### src/rtl/ptw_pkg.sv
package ptw_pkg;
    localparam int VA_W      = 32;
    localparam int PA_W      = 32;
    localparam int IDX_W     = 10;
    localparam int OFF_W     = 12;
    localparam int PTE_W     = 32;
    localparam int PPN_W     = PA_W - OFF_W;
    localparam int PTE_SHIFT = 2;
    localparam int SPARE_W   = OFF_W - 4;

    typedef enum logic [2:0] {
        ST_IDLE, ST_L1_REQ, ST_L1_WAIT, ST_L2_REQ, ST_L2_WAIT, ST_DONE, ST_FAULT
    } walk_state_e;

    typedef struct packed {
        logic [PPN_W-1:0]   ppn;
        logic [SPARE_W-1:0] spare;
        logic               dirty;
        logic               writable;
        logic               readable;
        logic               present;
    } pte_t;

    function automatic pte_t to_pte(input logic [PTE_W-1:0] word);
        return pte_t'(word);
    endfunction

    function automatic logic [PA_W-1:0] entry_addr(input logic [PA_W-1:0] base,
                                                   input logic [IDX_W-1:0] idx);
        logic [PA_W-1:0] wide_idx;
        wide_idx = {{(PA_W-IDX_W){1'b0}}, idx};
        return base + (wide_idx << PTE_SHIFT);
    endfunction
endpackage

### src/rtl/ptw_addr_gen.sv
module ptw_addr_gen
    import ptw_pkg::*;
#(
    parameter int VA_BITS  = VA_W,
    parameter int PA_BITS  = PA_W,
    parameter int IX_BITS  = IDX_W,
    parameter int OFS_BITS = OFF_W
) (
    input  logic [VA_BITS-1:0]          va,
    input  logic [PA_BITS-1:0]          root,
    input  logic [PA_BITS-OFS_BITS-1:0] dir_ppn,
    input  logic                        second,
    output logic [PA_BITS-1:0]          addr
);
    localparam int HI_LSB = OFS_BITS + IX_BITS;

    logic [IX_BITS-1:0] idx_hi, idx_lo;
    logic [PA_BITS-1:0] dir_base;

    always_comb begin
        idx_hi   = va[HI_LSB +: IX_BITS];
        idx_lo   = va[OFS_BITS +: IX_BITS];
        dir_base = {dir_ppn, {OFS_BITS{1'b0}}};
        addr     = second ? entry_addr(dir_base, idx_lo) : entry_addr(root, idx_hi);
    end
endmodule

### src/rtl/ptw_ctrl.sv
module ptw_ctrl
    import ptw_pkg::*;
(
    input  logic        clk,
    input  logic        rst,
    input  logic        walk_valid,
    input  logic        resp_valid,
    input  logic        resp_present,
    output walk_state_e state,
    output logic        accept,
    output logic        dir_load,
    output logic        leaf_load,
    output logic        fault_load
);
    walk_state_e nxt;

    always_comb begin
        nxt        = state;
        accept     = 1'b0;
        dir_load   = 1'b0;
        leaf_load  = 1'b0;
        fault_load = 1'b0;
        unique case (state)
            ST_IDLE: if (walk_valid) begin
                accept = 1'b1;
                nxt    = ST_L1_REQ;
            end
            ST_L1_REQ:  nxt = ST_L1_WAIT;
            ST_L1_WAIT: if (resp_valid) begin
                if (resp_present) begin
                    dir_load = 1'b1;
                    nxt      = ST_L2_REQ;
                end else begin
                    fault_load = 1'b1;
                    nxt        = ST_FAULT;
                end
            end
            ST_L2_REQ:  nxt = ST_L2_WAIT;
            ST_L2_WAIT: if (resp_valid) begin
                if (resp_present) begin
                    leaf_load = 1'b1;
                    nxt       = ST_DONE;
                end else begin
                    fault_load = 1'b1;
                    nxt        = ST_FAULT;
                end
            end
            ST_DONE, ST_FAULT: nxt = ST_IDLE;
            default:           nxt = ST_IDLE;
        endcase
    end

    always_ff @(posedge clk) begin
        if (rst) state <= ST_IDLE;
        else     state <= nxt;
    end
endmodule

### src/rtl/ptw_walker.sv
module ptw_walker
    import ptw_pkg::*;
(
    input  logic             clk,
    input  logic             rst,
    input  logic             walk_valid,
    output logic             walk_ready,
    input  logic [VA_W-1:0]  walk_va,
    input  logic [PA_W-1:0]  root_base,
    output logic             mem_req_valid,
    output logic [PA_W-1:0]  mem_req_addr,
    input  logic             mem_resp_valid,
    input  logic [PTE_W-1:0] mem_resp_data,
    output logic             done_valid,
    output logic             done_fault,
    output logic             fault_level,
    output logic [PPN_W-1:0] done_ppn,
    output logic             done_read,
    output logic             done_write,
    output logic             done_dirty
);
    walk_state_e      state;
    logic             accept, dir_load, leaf_load, fault_load;
    logic [VA_W-1:0]  va_q;
    logic [PA_W-1:0]  root_q;
    logic [PPN_W-1:0] dir_ppn_q;
    pte_t             resp_pte, leaf_q;
    logic             level_q;

    assign resp_pte = to_pte(mem_resp_data);

    ptw_ctrl i_ctrl (
        .clk          (clk),
        .rst          (rst),
        .walk_valid   (walk_valid),
        .resp_valid   (mem_resp_valid),
        .resp_present (resp_pte.present),
        .state        (state),
        .accept       (accept),
        .dir_load     (dir_load),
        .leaf_load    (leaf_load),
        .fault_load   (fault_load)
    );

    ptw_addr_gen i_addr (
        .va      (va_q),
        .root    (root_q),
        .dir_ppn (dir_ppn_q),
        .second  (state == ST_L2_REQ),
        .addr    (mem_req_addr)
    );

    always_ff @(posedge clk) begin
        if (rst) begin
            va_q      <= '0;
            root_q    <= '0;
            dir_ppn_q <= '0;
            leaf_q    <= '0;
            level_q   <= 1'b0;
        end else begin
            if (accept) begin
                va_q   <= walk_va;
                root_q <= root_base;
            end
            if (dir_load)   dir_ppn_q <= resp_pte.ppn;
            if (leaf_load)  leaf_q    <= resp_pte;
            if (fault_load) level_q   <= (state == ST_L2_WAIT);
        end
    end

    assign walk_ready    = (state == ST_IDLE);
    assign mem_req_valid = (state == ST_L1_REQ) || (state == ST_L2_REQ);
    assign done_valid    = (state == ST_DONE) || (state == ST_FAULT);
    assign done_fault    = (state == ST_FAULT);
    assign fault_level   = level_q;
    assign done_ppn      = leaf_q.ppn;
    assign done_read     = leaf_q.readable;
    assign done_write    = leaf_q.writable;
    assign done_dirty    = leaf_q.dirty;
endmodule

### config.mk
export PLATFORM = sky130hd
export DESIGN_NAME = ptw_walker
export DESIGN_NICKNAME = d
export VERILOG_FILES = /design/src/rtl/ptw_pkg.sv /design/src/rtl/ptw_addr_gen.sv /design/src/rtl/ptw_ctrl.sv /design/src/rtl/ptw_walker.sv
export SDC_FILE = /design/constraint.sdc
export NUM_CORES = 1
export LEC_CHECK = 0
export CORE_MARGIN = 5
export CORE_UTILIZATION = 30
export CTS_CLUSTER_SIZE = 16
export DETAILED_ROUTE_END_ITERATION = 10
export HOLD_SLACK_MARGIN = 0.15
export PLACE_DENSITY = 0.62
export SLEW_MARGIN = 5
export SYNTH_ARGS = -nofsm -noshare
export SYNTH_HDL_FRONTEND = slang
export SYNTH_SLANG_ARGS = --single-unit
### constraint.sdc
create_clock -name clk -period 2.35 [get_ports clk]
set_clock_uncertainty 0.1 [all_clocks]
set_input_delay 0.47 -clock clk [delete_from_list [all_inputs] [get_ports clk]]
set_output_delay 0.47 -clock clk [all_outputs]
set_load 0.02 [all_outputs]
=== Yosys cells after proc, flatten, opt, wreduce, memory -nomap -nowiden ===
Cells that the tools add are included.

* Register bits: 111
* Bits of input ports: 100
* Output and inout port bits: 60
* Word-level logic and storage cells: 41

* Add/subtract/negate cells: 2
* Eq/ne operators: 9
* Multiplexer cells: 16
* Reductions and logical operators: 5

{| class="wikitable"
|+ Operators with widths
! operator !! count
|-
| 32-bit by 12-bit adder with 32-bit output || 2
|-
| 32-bit two-way mux || 1
|-
| 3-bit one-hot mux with 5 select lines || 1
|-
| 3-bit two-way mux || 4
|-
| 3-bit equality test, second input constant || 3
|-
| 1-bit two-way mux || 9
|-
| 3-bit by 2-bit equality test with 1-bit output, second input constant || 2
|-
| 2-bit inequality test, second input constant || 3
|-
| 3-bit by 1-bit equality test with 1-bit output, second input constant || 1
|-
| 3-bit zero test || 1
|-
| 3-bit AND reduction || 1
|-
| 1-bit logical OR || 2
|-
| 2-bit two-way mux || 1
|-
| 2-bit OR reduction || 1
|}

=== Depth between registers and ports, before layout ===
Gate-level depths: netlist (run 1).

* Word-level depth: 3
* Mapped depth: 8
* Depth with buffers taken out: 8

=== Hierarchy ===
A second synthesis (run 1) with hierarchy kept.

* Cell total of the unflattened synthesis: 574
* Area total of the unflattened synthesis: 5372.7 sq um

{| class="wikitable"
|+ By module, submodules not included
! module !! times used !! cells an instance !! area each (sq um) !! sequential area each (sq um)
|-
| ptw_walker || 1 || 355 || 3902.5 || 2162.1
|-
| ptw_addr_gen || 1 || 193 || 1257.5 || 0.0
|-
| ptw_ctrl || 1 || 26 || 212.7 || 60.1
|}

=== Worst setup path after synthesis (run 1) ===
No wires, ideal clock.

* Kind: register to output
* Start point: reg root_q[2]
* End point: out mem_req_addr[14]
* Arrival: 2.099 ns
* Data required time: 1.780 ns
* Path slack: -0.319 ns
* Cell stages (with the launch flop): 9
* Buffers on the path: 0
* Path through: dfxtp_1 ha_1 fa_1 a21oi_1 o221a_2 o31ai_4 nand2_1 xor2_1 o21ai_0

* Word-level cells in the longest chain between the ends: 2

{| class="wikitable"
|+ Ends and longest elaborated chain
! item !! line !! source
|-
| start, declared || ptw_walker.sv:25 || <nowiki>logic [PA_W-1:0] root_q;</nowiki>
|-
| start signal, assigned || ptw_walker.sv:63 || <nowiki>root_q <= root_base;</nowiki>
|-
| 32-bit by 12-bit adder with 32-bit output || ptw_pkg.sv:32 || <nowiki>return base + (wide_idx << PTE_SHIFT);</nowiki>
|-
| 32-bit two-way mux || ptw_addr_gen.sv:24 || <nowiki>addr = second ? entry_addr(dir_base, idx_lo) : entry_addr(root, idx_hi);</nowiki>
|-
| end, declared || ptw_walker.sv:11 || <nowiki>output logic [PA_W-1:0] mem_req_addr,</nowiki>
|}

Every way passes these cells.

=== Final worst setup path (run 1) ===
* Start point: reg root_q[7]
* End point: out mem_req_addr[25]

The elaborated chain is that of the path after synthesis.

==> results of run 1 <==
[Yosys cell counts, drive strengths merged]
master	number	share of area
o31ai	1	0.0046
inv	3	0.0024
mux2	1	0.0024
a211oi	2	0.0060
nor2	13	0.011
nand3	5	0.0054
a21o	1	0.0016
nand2	228	0.19
dfxtp	99	0.43
and2	7	0.0095
buf	14	0.016
o21ai	29	0.031
ha	10	0.027
xnor2	3	0.0057
o21a	3	0.0049
nand4	6	0.0081
o211ai	5	0.0081
nor2b	5	0.0068
o221a	1	0.0024
xor2	26	0.049
fa	1	0.0043
nor3	3	0.0033
o21ba	1	0.0022
or3	1	0.0014
a311oi	1	0.0019
and3	7	0.0095
nand2b	2	0.0027
mux2i	1	0.0022
o2111ai	2	0.0038
clkbuf	27	0.022
and4	2	0.0038
o21bai	1	0.0041
a21oi	111	0.12
[worst max-delay path: stages (launching register included)]
cell	delay, ps
dfxtp_4	360
ha_4	290
inv_2	50
o21ba_4	220
a211oi_4	230
buf_6	160
buf_16	130
o2111ai_4	100
xor2_1	190
o21ai_2	150
buf_6	130
[logic make-up (layout without fill, tap and decap cells)]
family / count (synthesis) / count (layout) / share of synthesized area
buf+inv: 44 / 221 / 0.0407
mux: 2 / 2 / 0.00461
flops: 99 / 99 / 0.430
xor+xnor: 29 / 29 / 0.0551
fa+ha+maj: 11 / 11 / 0.0315
simple gates: 279 / 279 / 0.247
compound gates: 158 / 158 / 0.192
[sequential cells by signal (all words and copies together) (netlist names)]
name	flops
fault_level	1
root_q	32
done_ppn	20
done_write	1
dir_ppn_q	20
i_ctrl.state	3
done_read	1
done_dirty	1
va_q	20
[worst min path at each step]
stage          depth (start not counted)  slack (ps)                  startpoint                    endpoint
6_report                               2         350    done_ppn[8]$_SDFFE_PP0P_    done_ppn[8]$_SDFFE_PP0P_
5_1_grt                                2         370  dir_ppn_q[19]$_SDFFE_PP0P_  dir_ppn_q[19]$_SDFFE_PP0P_
4_1_cts                                2         360   done_ppn[14]$_SDFFE_PP0P_   done_ppn[14]$_SDFFE_PP0P_
3_5_place_dp                           2         350      root_q[0]$_SDFFE_PP0P_      root_q[0]$_SDFFE_PP0P_
3_3_place_gp                           2         340      root_q[0]$_SDFFE_PP0P_      root_q[0]$_SDFFE_PP0P_
2_1_floorplan                          2         330      root_q[0]$_SDFFE_PP0P_      root_q[0]$_SDFFE_PP0P_
[layer usage]
layer / vias to the layer above / track usage / wire length, um
li1: 2414 / - / -
met1: 1998 / 0.215 / 6760
met2: 103 / 0.246 / 6310
met3: 22 / 0.0334 / 651
met4: 2 / 0.0594 / 298
met5: - / 0 / 7
[per-stage QoR]
step / power, uW / instances
6_report: 4740 / 987
5_1_grt: 4980 / 987
4_1_cts: 4750 / 986
3_5_place_dp: 3050 / 967
3_3_place_gp: 3040 / 967
2_1_floorplan: 2470 / 622
[area by class of cell]
cell class	count	area [um^2]	share of cell area
Sequential cell	99	2000	0.271
Clock inverter	5	83.8	0.0114
Tap cell	188	235	0.0319
Multi-Input combinational cell	479	2790	0.378
Inverter	3	11.3	0.00153
Timing Repair Buffer	202	2000	0.271
Clock buffer	11	253	0.0343
[power by group]
| part | switching [uW] | internal, uW | leakage (uW) | total [uW] |
|---|---|---|---|---|
| Sequential | 66.2 | 1790 | 0.000811 | 1850 |
| Clock | 688 | 996 | 0.000158 | 1680 |
| Combinational | 626 | 576 | 0.00180 | 1200 |
[repair_timing]
item | 4_1_cts | 5_1_grt
setup endpoints to repair | 34 | 33
resized for setup | 197 | 28
pin swaps | 27 | 15
setup buffers | 2 | 1
cloned | 1 | 0
[placed cells by master (no fill, tap or decap), types with 4 or more instances in the layout]
cell type	instances
xor2_1	25
nand4_1	6
and3_1	6
buf_12	9
ha_4	7
buf_4	59
buf_6	23
o21ai_2	20
a21oi_2	6
dlygate4sd2_1	4
nor2_1	11
clkdlybuf4s50_1	103
a21oi_1	103
o211ai_1	5
dfxtp_1	87
nor2b_1	4
o21ai_1	7
dfxtp_2	11
and2_1	5
nand2_1	226
clkbuf_16	9
==> flow_summary.json, run 1 <==
{
  "worstSetupPathType": "reg -> out",
  "synth_area_um2": 4610,
  "cts_made_buffers": 9,
  "clock_sinks": 99,
  "syn_to_final_growth_pct": 59.8,
  "crit_start": "root_q[7]$_SDFFE_PP0P_",
  "layout_setup_ws_ps": -595,
  "rsz0062_at_grt": "true",
  "ctsRootBufferMaster": "clkbuf_16",
  "drt-initial-drc-count": 282,
  "whs_ps": 351,
  "syn_inst": 622,
  "relSlewSlack": 0.746,
  "fmax_ghz": 0.340,
  "grt_pass1_wl_um": 22700,
  "ys_ff_latch": 99,
  "cp.required_ps": 1780,
  "finalSetupViolCount": 27,
  "r2r-start": "i_ctrl.state[2]$_SDFFE_PP0P_",
  "dp_hpwl_um": 10100,
  "worst_pin_slew_ps": 379,
  "tns_ps": -12400,
  "vias": 4539,
  "rows": 45,
  "grt_overflow": 0,
  "pre_cts_ws_ps": -650,
  "wl_um": 14000,
  "first_pass_iters": 4,
  "final_cell_area_um2": 7370,
  "finalMaxSlewViolations": 0,
  "synth_seq_area_share": 0.430,
  "reg2reg_to": "root_q[20]$_SDFFE_PP0P_",
  "cp-end-kind": "output pin",
  "start_kind": "register",
  "num_antenna_cells": 0,
  "worstSetupEndpoint": "mem_req_addr[25]",
  "grt_usage": 0.158,
  "finalHoldViolations": 0,
  "cts_tree": "done",
  "final_layout_size_suffix_gt1_frac": 0.229,
  "start_util": 0.304,
  "arrival_ps": 2380,
  "antenna_left": 0,
  "die_h_um": 134,
  "h-tree-depth": 3,
  "outcome": "complete, but fails checks",
  "violations": "negative setup slack",
  "drc": 0,
  "port_buffers": 139,
  "syn_area_per_cell_um2": 7.41,
  "dieWidth_um": 134,
  "grt_max_degree": 53,
  "fin_util": 0.486,
  "insertion_delay_ps": 350,
  "gp_congestion": 0.850,
  "cts_buffer_depth": 2,
  "wl_per_cell_um": 14.2,
  "io_pins": 160,
  "antenna_found_initial": 1,
  "max_cap_violations": 0,
  "p_leak_uw": 0.00277,
  "die-area_um2": 17900,
  "nFillCells": 1499,
  "finalCritPeriodShare": 1.25,
  "peakVddDrop_mv": 0.380,
  "r2r_slack_ps": 520,
  "placed_cell_area_um2": 6780,
  "cp_max_fo": 5,
  "r2r_cells": 6,
  "layout.nets": 905,
  "yosys_warnings": 0,
  "routed_via_density": 4.60,
  "fin_crit_ps": 2950,
  "ctsHoldBuffers": 0,
  "synth_fp_nets": 733,
  "p_per_area_nw_per_um2": 643,
  "clkTransAtPathRegs_ps": 70,
  "grt_pass1_vias": 4381,
  "coreArea_um2": 15100,
  "min_path_type": "reg -> reg",
  "yosysUniqueCellTypes": 36
}
No activity file was read; power rests on OpenSTA's default activity.
==> inputs of run 2 (changes only) <==
--- a/config.mk
+++ b/config.mk
@@ -5,12 +5,15 @@
 export SDC_FILE = /design/constraint.sdc
 export NUM_CORES = 1
 export LEC_CHECK = 0
+export ABC_CLOCK_PERIOD_IN_PS = 2350
+export CORE_ASPECT_RATIO = 0.6
 export CORE_MARGIN = 5
 export CORE_UTILIZATION = 30
 export CTS_CLUSTER_SIZE = 16
 export DETAILED_ROUTE_END_ITERATION = 10
 export HOLD_SLACK_MARGIN = 0.15
 export PLACE_DENSITY = 0.62
+export REMOVE_ABC_BUFFERS = 1
 export SLEW_MARGIN = 5
 export SYNTH_ARGS = -nofsm -noshare
 export SYNTH_HDL_FRONTEND = slang
==> flow_summary.json, run 2 (synthesis results as in run 1) <==
{
  "regArea_um2": 2000,
  "path_cells": "ha_4, nand3_4, o21bai_4, a211oi_4, buf_6, o2111ai_2, xor2_1, o21ai_1, buf_4",
  "r2r-start": "i_ctrl.state[2]$_SDFFE_PP0P_",
  "finalMaxSlewViolations": 0,
  "antenna_left": 0,
  "grt_max_degree": 53,
  "die-area_um2": 18000,
  "cts_tree": "done",
  "die_h_um": 106,
  "dieWidth_um": 170,
  "placed_cell_area_um2": 6640,
  "nFillCells": 1500,
  "cts_buffer_depth": 2,
  "grt_pass1_vias": 4491,
  "coreArea_um2": 15200,
  "grt_use_met3": 0.0520,
  "wl_per_cell_um": 14.6,
  "io_pins": 160,
  "finalSetupViolCount": 28,
  "cts_made_buffers": 9,
  "globalRouteMet1Util": 0.243,
  "hold_end": "done_read$_SDFFE_PP0P_",
  "outcome": "complete, but fails checks",
  "top_register": "root_q",
  "clock_sinks": 99,
  "rows": 35,
  "final_cell_area_um2": 7200,
  "finalHoldViolations": 0,
  "grt.busiest_layer": "met1",
  "violations": "negative setup slack",
  "use_met2": 0.223,
  "syn_to_final_growth_pct": 56.1,
  "arrival_ps": 2380,
  "finalCritPeriodShare": 1.26,
  "clkTransAtPathRegs_ps": 70,
  "pre_cts_ws_ps": -842,
  "ctsHoldBuffers": 0,
  "grt_overflow": 0,
  "p_per_area_nw_per_um2": 628,
  "grt_usage": 0.161,
  "finalPower_uw": 4520,
  "largest_register_ff_count": 32,
  "multiInputGateArea_um2": 2720,
  "layout_common_cells": "nand2_1, a21oi_1, clkdlybuf4s50_1",
  "layout.nets": 911,
  "worstSetupPathType": "reg -> out",
  "peakVddDrop_mv": 0.365,
  "grt_pass1_wl_um": 23500,
  "gp_congestion": 0.800,
  "cp.required_ps": 1780,
  "p_leak_uw": 0.00271,
  "ctsRootBufferMaster": "clkbuf_16",
  "num_antenna_cells": 0,
  "dp_hpwl_um": 10700,
  "critPathMaxStageDelay_ps": 330,
  "port_buffers": 139,
  "cp_slowest_cell": "dfxtp_2",
  "r2r_slack_ps": 490,
  "r2r_cells": 6,
  "drc": 0,
  "final_layout_size_suffix_gt1_frac": 0.212,
  "vias": 4703,
  "h-tree-depth": 3,
  "wl_um": 14700,
  "routed_via_density": 4.67,
  "insertion_delay_ps": 340,
  "relSlewSlack": 0.623,
  "antenna_found_initial": 0,
  "cp-end-kind": "output pin",
  "fin_crit_ps": 2950,
  "cp_max_fo": 5,
  "drt-initial-drc-count": 331,
  "rsz0062_at_grt": "true",
  "final_common_cell": "nand2_1",
  "holdCritStartpoint": "done_read$_SDFFE_PP0P_",
  "start_kind": "register",
  "tns_ps": -12130,
  "min_path_type": "reg -> reg",
  "fin_util": 0.474,
  "max_cap_violations": 0,
  "first_pass_iters": 4,
  "holdPathStages": 2,
  "layout_setup_ws_ps": -601,
  "fmax_ghz": 0.339,
  "worst_pin_slew_ps": 565,
  "start_util": 0.303,
  "reg2reg_to": "root_q[25]$_SDFFE_PP0P_",
  "crit_start": "va_q[26]$_SDFFE_PP0P_"
}
run 2: cell count changes in the layout (fill, tap and decap cells not counted), moves of 4 or more:
cell,previous run,this run
buf_4,59,85
o21ai_1,7,24
o21ai_2,20,3
buf_6,23,7
buf_12,9,5
run 2: power by group:
group / switching, uW / internal [uW]
clock network: 644 / 859
logic: 626 / 541
registers: 65.4 / 1790
total: 1330 / 3190
run 2: cell type report:
cell class,instances,share of cell area
inverter,3,0.00156
clock buffer,11,0.0337
tap,203,0.0353
clock inverter,5,0.00869
sequential,99,0.278
multi-input combinational,479,0.378
timing repair buffer,208,0.265
run 2: what timing repair did:
| item | 4_1_cts | 5_1_grt |
|---|---|---|
| buffers inserted | 5 | 1 |
| setup endpoints to repair | 35 | 32 |
| gates resized for setup | 206 | 30 |
| pin swaps | 27 | 21 |
| cloned | 1 | 0 |
run 2: worst max path at each step:
stage | end | slack (ps) | depth (start not counted)
global route | mem_req_addr[19] | -720 | 9
CTS | mem_req_addr[27] | -620 | 10
finish | mem_req_addr[19] | -600 | 9
global placement | mem_req_addr[14] | -810 | 10
floorplan | mem_req_addr[11] | -360 | 3
detailed placement | mem_req_addr[24] | -840 | 10
run 2: critical path: cells and delay by family, from the launching register on:
family	cells	cell delay, ps
compound gates	4	770
xor+xnor	1	190
fa+ha+maj	1	300
buf+inv	2	360
flops	1	330
simple gates	1	90
run 2: metal layers:
layer | vias up | part of all wire | routed length, um
met4 | 0 | 0.0060 | 88
li1 | 2418 | - | -
met5 | - | 0 | 0
met1 | 2148 | 0.50 | 7350
met2 | 129 | 0.40 | 5960
met3 | 8 | 0.091 | 1340
run 2: through the flow:
step | std cells | hold slack [ps]
finish | 1008 | 353
global route | 1008 | 368
CTS | 1009 | 354
detailed placement | 987 | 344
global placement | 987 | 341
floorplan | 581 | 326
==> inputs of run 3 (changes only) <==
--- a/config.mk
+++ b/config.mk
@@ -6,9 +6,10 @@
 export NUM_CORES = 1
 export LEC_CHECK = 0
 export ABC_CLOCK_PERIOD_IN_PS = 2350
-export CORE_ASPECT_RATIO = 0.6
+export CORE_ASPECT_RATIO = 1.25
 export CORE_MARGIN = 5
 export CORE_UTILIZATION = 30
+export CTS_CLUSTER_DIAMETER = 30
 export CTS_CLUSTER_SIZE = 16
 export DETAILED_ROUTE_END_ITERATION = 10
 export HOLD_SLACK_MARGIN = 0.15
==> flow_summary.json, run 3 (synthesis results as in run 1) <==
{
  "cts_made_buffers": 9,
  "routed-wl-met3_um": 755,
  "peakVddDrop_mv": 0.305,
  "grt_usage": 0.154,
  "h-tree-depth": 3,
  "rsz0062_at_grt": "true",
  "final_layout_size_suffix_gt1_frac": 0.210,
  "insertion_delay_ps": 340,
  "antenna_left": 0,
  "path_cells": "ha_4, fa_2, a21oi_2, o221a_2, o31ai_4, buf_12, nand4_1, xor2_1, o21ai_1, buf_4",
  "wl_per_cell_um": 14.0,
  "start_kind": "register",
  "grt_pass1_vias": 4533,
  "nFillCells": 1548,
  "largest_register_ff_count": 32,
  "clkTransAtPathRegs_ps": 70,
  "finalMaxSlewViolations": 0,
  "top_register": "root_q",
  "p_per_area_nw_per_um2": 636,
  "cts_buffer_depth": 2,
  "finalHoldViolations": 0,
  "syn_to_final_growth_pct": 54.6,
  "regArea_um2": 2000,
  "r2r_slack_ps": 620,
  "path_buf_inv": 2,
  "grt_pass1_wl_um": 22400,
  "gp_congestion": 0.828,
  "grt_overflow": 0,
  "max_cap_violations": 0,
  "ctsHoldBuffers": 0,
  "fmax_ghz": 0.342,
  "cts_tree": "done",
  "critPathMaxStageDelay_ps": 350,
  "grt_max_degree": 100,
  "p_leak_uw": 0.00273,
  "r2r_cells": 6,
  "dieWidth_um": 121,
  "rows": 50,
  "dp_hpwl_um": 9920,
  "vias": 4590,
  "layout_common_cells": "nand2_1, a21oi_1, clkdlybuf4s50_1",
  "ctsRootBufferMaster": "clkbuf_16",
  "arrival_ps": 2360,
  "pre_cts_ws_ps": -811,
  "cp-end-kind": "output pin",
  "met2WireLength_um": 7030,
  "cp_max_fo": 10,
  "port_buffers": 139,
  "layout_setup_ws_ps": -577,
  "io_pins": 160,
  "layout.nets": 910,
  "die_h_um": 149,
  "die-area_um2": 18000,
  "finalPower_uw": 4540,
  "drc": 0,
  "coreArea_um2": 15000,
  "finalCritPeriodShare": 1.25,
  "start_util": 0.307,
  "antenna_found_initial": 2,
  "worst_pin_slew_ps": 459,
  "multiInputGateArea_um2": 2670,
  "num_antenna_cells": 0,
  "min_path_type": "reg -> reg",
  "clock_sinks": 99,
  "holdPathStages": 2,
  "first_pass_iters": 6,
  "wl_um": 13800,
  "finalSetupViolCount": 27,
  "routed_via_density": 4.66,
  "fin_crit_ps": 2930,
  "cp.required_ps": 1780,
  "top_layer_used": "met5",
  "cp_slowest_cell": "dfxtp_2",
  "final_common_cell": "nand2_1",
  "outcome": "complete, but fails checks",
  "path_delay_family": "compound AO/OA/AOI/OAI gates",
  "worstSetupPathType": "reg -> out",
  "crit_cells": 10,
  "m1WireLength_um": 5660,
  "violations": "negative setup slack",
  "drt-initial-drc-count": 172,
  "relSlewSlack": 0.694
}
[run 3: timing repair]
item / 4_1_cts / 5_1_grt
pin swaps: 17 / 25
gates cloned: 1 / 0
setup buffers: 4 / 3
setup endpoints to repair: 34 / 32
gates resized for setup: 195 / 30
[run 3: per-stage QoR]
step	cells	cell area (um^2)	hold WS [ps]	util	TNS, ps
3_5_place_dp	963	6590	343	0.439	-18200
3_3_place_gp	963	6590	340	0.439	-17870
5_1_grt	986	7130	376	0.475	-15410
4_1_cts	984	7050	352	0.469	-13600
6_report	986	7130	352	0.475	-12700
2_1_floorplan	581	4430	326	-	-11730
[run 3: final timing paths]
path	from	end
max	root_q[2]$_SDFFE_PP0P_	mem_req_addr[16]
min	done_ppn[15]$_SDFFE_PP0P_	done_ppn[15]$_SDFFE_PP0P_
max reg2reg	i_ctrl.state[2]$_SDFFE_PP0P_	root_q[26]$_SDFFE_PP0P_
min reg2reg	done_ppn[15]$_SDFFE_PP0P_	done_ppn[15]$_SDFFE_PP0P_
[run 3: tightest hold or removal path, stage by stage, from the launching register on]
cell	delay (ps)
dfxtp_1	310
nand2_1	50
a21oi_1	50
[run 3: layout make-up]
class                      instances  area share
multi-input combinational        479       0.374
sequential                        99       0.280
timing repair buffer             207       0.268
clock buffer                      12      0.0374
tap                              182      0.0319
clock inverter                     4     0.00667
inverter                           3     0.00158
[run 3: layer usage]
layer	up-vias	track usage
met1	2052	0.180
met2	102	0.272
met4	4	0.0646
li1	2406	-
met5	-	0
met3	26	0.0320
[run 3: where the power goes]
| part | switching (uW) | total [uW] | internal [uW] |
|---|---|---|---|
| combinational | 596 | 1140 | 546 |
| clock | 633 | 1540 | 909 |
| sequential | 65.2 | 1850 | 1790 |
